$ cat src/rtl/fwd_hazard_pkg.sv
package fwd_hazard_pkg;

  // Number of source operands read in decode
  localparam int NUM_SRC = 2;

  // Where an operand value is taken from
  typedef enum logic [1:0] {
    SRC_REGFILE = 2'd0,
    SRC_ALU     = 2'd1,
    SRC_MEM     = 2'd2,
    SRC_WB      = 2'd3
  } fwdSrc_e;

  // Datapath compare -> control: late-result match per operand
  typedef struct packed {
    logic [NUM_SRC-1:0] lateHit;
  } hazStrobe_t;

  // Control -> pipeline registers
  typedef struct packed {
    logic holdFront;
    logic bubble;
    logic killFront;
  } ctrlStrobe_t;

endpackage

$ cat src/rtl/fwd_select_path.sv
module fwd_select_path
  import fwd_hazard_pkg::*;
#(
  parameter int RegAddrW         = 5,
  parameter bit ZeroRegHardwired = 1'b0
) (
  input  logic [NUM_SRC-1:0][RegAddrW-1:0] srcReg,
  input  logic [RegAddrW-1:0]              exRd,
  input  logic                             exWe,
  input  logic                             exLate,
  input  logic [RegAddrW-1:0]              memRd,
  input  logic                             memWe,
  input  logic [RegAddrW-1:0]              wbRd,
  input  logic                             wbWe,
  output fwdSrc_e [NUM_SRC-1:0]            fwdSel,
  output hazStrobe_t                       haz
);

  logic [NUM_SRC-1:0] lateHitVec;

  for (genvar i = 0; i < NUM_SRC; i++) begin : g_src
    logic srcLive;
    logic hitEx;
    logic hitMem;
    logic hitWb;

    // Variant: register 0 either behaves normally or is a constant
    if (ZeroRegHardwired) begin : g_zero_const
      assign srcLive = |srcReg[i];
    end else begin : g_zero_plain
      assign srcLive = 1'b1;
    end

    assign hitEx  = srcLive && exWe  && (exRd  == srcReg[i]);
    assign hitMem = srcLive && memWe && (memRd == srcReg[i]);
    assign hitWb  = srcLive && wbWe  && (wbRd  == srcReg[i]);

    // Youngest producer wins
    assign fwdSel[i] = hitEx  ? SRC_ALU :
                       hitMem ? SRC_MEM :
                       hitWb  ? SRC_WB  : SRC_REGFILE;

    assign lateHitVec[i] = hitEx && exLate;
  end

  assign haz.lateHit = lateHitVec;

endmodule

$ cat src/rtl/hazard_ctrl.sv
module hazard_ctrl
  import fwd_hazard_pkg::*;
(
  input  logic        clk,
  input  logic        rstN,
  input  hazStrobe_t  haz,
  input  logic        branchTaken,
  output ctrlStrobe_t ctrl
);

  logic stallQ;
  logic stallNow;

  // A stall is dropped if one was raised last cycle (bubble already in ALU
  // stage) or if the decode instruction is being killed by a branch.
  assign stallNow = (|haz.lateHit) && !stallQ && !branchTaken;

  always_ff @(posedge clk or negedge rstN) begin
    if (!rstN) stallQ <= 1'b0;
    else       stallQ <= stallNow;
  end

  always_comb begin
    ctrl.holdFront = stallNow;
    ctrl.bubble    = stallNow;
    ctrl.killFront = branchTaken;
  end

endmodule

$ cat src/rtl/fwd_hazard_unit.sv
module fwd_hazard_unit
  import fwd_hazard_pkg::*;
#(
  parameter int RegAddrW         = 5,
  parameter bit ZeroRegHardwired = 1'b0
) (
  input  logic                clk,
  input  logic                rstN,
  input  logic [RegAddrW-1:0] idRsA,
  input  logic [RegAddrW-1:0] idRsB,
  input  logic [RegAddrW-1:0] exRd,
  input  logic                exWe,
  input  logic                exLate,
  input  logic [RegAddrW-1:0] memRd,
  input  logic                memWe,
  input  logic [RegAddrW-1:0] wbRd,
  input  logic                wbWe,
  input  logic                branchTaken,
  output logic [1:0]          fwdSelA,
  output logic [1:0]          fwdSelB,
  output logic                holdFetch,
  output logic                holdDecode,
  output logic                bubbleEx,
  output logic                flushFetch,
  output logic                flushDecode
);

  logic [NUM_SRC-1:0][RegAddrW-1:0] srcReg;
  fwdSrc_e [NUM_SRC-1:0]            fwdSel;
  hazStrobe_t                       haz;
  ctrlStrobe_t                      ctrl;

  assign srcReg = {idRsB, idRsA};

  fwd_select_path #(
    .RegAddrW        (RegAddrW),
    .ZeroRegHardwired(ZeroRegHardwired)
  ) selPath_i (
    .srcReg(srcReg),
    .exRd  (exRd),
    .exWe  (exWe),
    .exLate(exLate),
    .memRd (memRd),
    .memWe (memWe),
    .wbRd  (wbRd),
    .wbWe  (wbWe),
    .fwdSel(fwdSel),
    .haz   (haz)
  );

  hazard_ctrl ctrl_i (
    .clk        (clk),
    .rstN       (rstN),
    .haz        (haz),
    .branchTaken(branchTaken),
    .ctrl       (ctrl)
  );

  assign fwdSelA     = fwdSel[0];
  assign fwdSelB     = fwdSel[1];
  assign holdFetch   = ctrl.holdFront;
  assign holdDecode  = ctrl.holdFront;
  assign bubbleEx    = ctrl.bubble;
  assign flushFetch  = ctrl.killFront;
  assign flushDecode = ctrl.killFront;

endmodule

$ cat config.mk
export PLATFORM = sky130hd
export DESIGN_NAME = fwd_hazard_unit
export DESIGN_NICKNAME = d
export VERILOG_FILES = /design/src/rtl/fwd_hazard_pkg.sv /design/src/rtl/fwd_select_path.sv /design/src/rtl/hazard_ctrl.sv /design/src/rtl/fwd_hazard_unit.sv
export SDC_FILE = /design/constraint.sdc
export NUM_CORES = 1
export LEC_CHECK = 0
export BUFFER_PORTS_ARGS = -buffer_cell sky130_fd_sc_hd__buf_2
export CAP_MARGIN = 20
export CORE_AREA = 2 2 39 41
export CTS_BUF_LIST = sky130_fd_sc_hd__clkbuf_4 sky130_fd_sc_hd__clkbuf_8
export CTS_CLUSTER_DIAMETER = 200
export DETAILED_ROUTE_END_ITERATION = 10
export DIE_AREA = 0 0 41 43
export GPL_ROUTABILITY_DRIVEN = 1
export GPL_TIMING_DRIVEN = 0
export PLACE_DENSITY = 0.78
export SYNTH_ARGS = -nofsm -noshare
export SYNTH_HDL_FRONTEND = slang
export SYNTH_HIERARCHICAL = 1
export SYNTH_SLANG_ARGS = --single-unit
$ cat constraint.sdc
create_clock -name clk -period 1.75 [get_ports clk]
set_clock_uncertainty 0.15 [all_clocks]
set_input_delay 0.0875 -clock clk [delete_from_list [all_inputs] [get_ports clk]]
set_output_delay 0.0875 -clock clk [all_outputs]
set_load 0.02 [all_outputs]
Word-level counts from Yosys, hierarchy flattened
Index checks and enable logic that the tools add are counted.

storage, ports and cells
  register bits = 1
  bits of input ports = 32
  word-level logic and storage cells = 26

cells by class
  eq/ne operators = 6
  multiplexer cells = 6
  reduce and logical (&&, ||, !) cells = 13

operator list
  kind               number
  $eq 5x5->1         6
  $mux 2             6
  $logic_and 1x1->1  10
  $logic_not 1->1    2
  $reduce_or 2->1    1

Logic depth before layout (Yosys ltp)
  depth after elaboration = 6
  mapped depth = 8
  mapped depth without buffers = 6

Hierarchy
The synthesis kept the hierarchy.

modules (own cells, without submodules)
  module           instances  cells an instance  area each (µm²)  sequential area each (µm²)
  fwd_select_path  1          48                 394.1            0.0
  hazard_ctrl      1          6                  61.3             25.0
  fwd_hazard_unit  1          2                  15.0             0.0

Worst setup path after synthesis
Ideal clock, no wire load.

  path type = input-to-output
  start point = input exRd[2]
  end point = output holdFetch
  arrival time = 1.273 ns
  setup slack = 0.239 ns
  stages = 8
  buffers on the path = 2
  cells stage by stage = xor2_1 > nor4_1 > and3_1 > and2_1 > nor2_1 > nor3_2 > buf_4 > buf_4

RTL lines
  item         line                   RTL
  from (decl)  fwd_hazard_unit.sv:11  input logic [RegAddrW-1:0] exRd,
  to (decl)    fwd_hazard_unit.sv:21  output logic holdFetch,

==> metrics.txt <==
Worst Hold Class in2reg; Final Cycle Share 98.4%; CP Capture Type output pin; area leader, netlist xor2_1; detailed-route via count 565; largest register by flop count ctrl_i/stallQ; share of cells above drive strength 1 53.5%; Via density 4.91; WL final 1.58 mm; Least-Margin Pin Slew 0.341 ns; Fin. Hold Viols 0; most frequent cells in the layout 31 x buf_2, 23 x xor2_1, 9 x buf_6, 6 x buf_4, 6 x xnor2_1; status complete, no violations; grt ovf 0; MaxCap Viol Count 0; Final Util 57.3%; initial core utilization 34.0%; TNS Setup 0 ns; Core ar. 1380 um2; Req. time, crit path 1.51 ns; fmax 581 MHz; cell depth of the worst flop-to-flop path 2; setup violators final 0; P&R area growth vs syn 68.6%; die width 41 um; met2 wire length 840 um; Final Hold Slack 0.258 ns; slew margin rel. 77.1%; RSZ-0062 raised after global routing yes; routability cong. 0.813; vias in the first global route 516; Post-DP HPWL 1.15 mm; peak supply drop 121 uV; GRT Resource Usage Total 16.9%; routed length per instance 13.7 um; Startpoint Class input pin; Mapped Area 470 um2; Synth warnings 6; cell depth of the worst hold path 3; NumNets Final 133; post-synthesis cell count 56; post-synth top area share 44.7%; largest registers ctrl_i/stallQ: 1 flops; PD cells 252 nW/um2; max layer used met4; Slew Viols, Final 0; antenna-violating nets left 0; first-pass GRT wire length 2.16 mm; Area contributors post-synth xor2_1 45%, xnor2_1 11%, buf_4 8.0%; die area 1760 um2; CP Max Fanout 2; largest net degree at the start of global routing 5; DRT iter0 DRCs 15; Avg Inst Size Synth 8.40 um2; CP Class in2out; Finished Cell Area 793 um2; clk_lat worst skew 0 ns; # fillers 127; Die Y 43 um; # DRC 0; io pins 41; Place WS -0.116 ns; IO Port Bufs 40; max FFs per register 1; diode count 0; Synth Net Count 88; crit path DAT 1.48 ns; Clk pin slew, worst setup/hold paths 0 ns; WL met3 130 um; final setup margin 0.0280 ns; register area share after synthesis 5.32%; Placed Area 691 um2; Leakage 0.413 nW; antenna violations before repair 0; drt pass-1 iters 5; min cycle time layout 1.72 ns; most common cell after layout, fill and taps aside buf_2; Cell Rows 14; synth unique cells 13; met1 wire length 556 um; flops & latches, synth 1
where the power goes:
part           total [W]  switching, W  internal, W
logic           0.000176     0.0000891    0.0000868
clock network          0             0            0
registers      0.0000239   0.000000100    0.0000238
routing by layer:
layer  global-route usage [%]  vias to the layer above
li1                         -                      275
met1                     22.7                      251
met2                     29.7                       35
met3                    0.524                        4
met4                     1.33                        0
met5                        0                        -
stage by stage:
step | cells | power (W)
CTS | 114 | 0.000182
detailed placement | 112 | 0.000174
global route | 115 | 0.000212
floorplan | 56 | 0.000101
global placement | 112 | 0.000171
finish | 115 | 0.000200
cells in the mapped netlist:
cell type / count
nand3_1: 4
nor3_2: 1
nor2_1: 1
xor2_1: 24
a21oi_1: 2
xnor2_1: 6
buf_4: 5
and3_1: 2
a41o_1: 2
and2_1: 2
nor4_1: 3
nor4_2: 3
dfrtp_1: 1
final timing paths:
| path | endpoint | start | slack, ns |
|---|---|---|---|
| max reg2reg | ctrl_i/stallQ$_DFF_PN0_ | ctrl_i/stallQ$_DFF_PN0_ | 0.85 |
| min | ctrl_i/stallQ$_DFF_PN0_ | branchTaken | 0.26 |
| max in group asynchronous | ctrl_i/stallQ$_DFF_PN0_ | rstN | 1.10 |
| min in group asynchronous | ctrl_i/stallQ$_DFF_PN0_ | rstN | 0.27 |
| max | holdFetch | exRd[2] | 0.03 |
| min reg2reg | ctrl_i/stallQ$_DFF_PN0_ | ctrl_i/stallQ$_DFF_PN0_ | 0.40 |
repair_timing:
| item | in CTS | in global routing |
|---|---|---|
| hold buffers | 1 | 0 |
| hold endpoints to repair | 1 | 0 |
| pin swaps | 6 | 10 |
| setup buffers | 2 | 1 |
| endpoints found under the setup margin | 3 | 3 |
| gates resized for setup | 10 | 11 |
critical path, stage by stage:
cell and delay, ns:
buf_8 0.10, xor2_2 0.18, nor4_2 0.27, and3_1 0.21, and2_1 0.13, nor2_1 0.04, nor3_2 0.14, buf_4 0.15
buf_6 0.08, buf_6 0.10
cell families (layout without fill, tap and decap cells):
family / after synthesis / count (layout) / synth area share [%]
AO/OA/AOI/OAI: 4 / 4 / 6.38
XOR/XNOR: 30 / 30 / 55.9
buffers and inverters: 5 / 48 / 7.98
flip-flops: 1 / 1 / 5.32
AND/OR/NAND/NOR: 16 / 16 / 24.5
final cells by class:
class	count	area (um2)	share of cell area, %
sequential	1	25.0	3.15
tap	16	20.0	2.52
buffer	4	33.8	4.26
multi-input combinational	50	422	53.2
timing repair buffer	44	293	36.9
(Power assumes the default switching activity.)
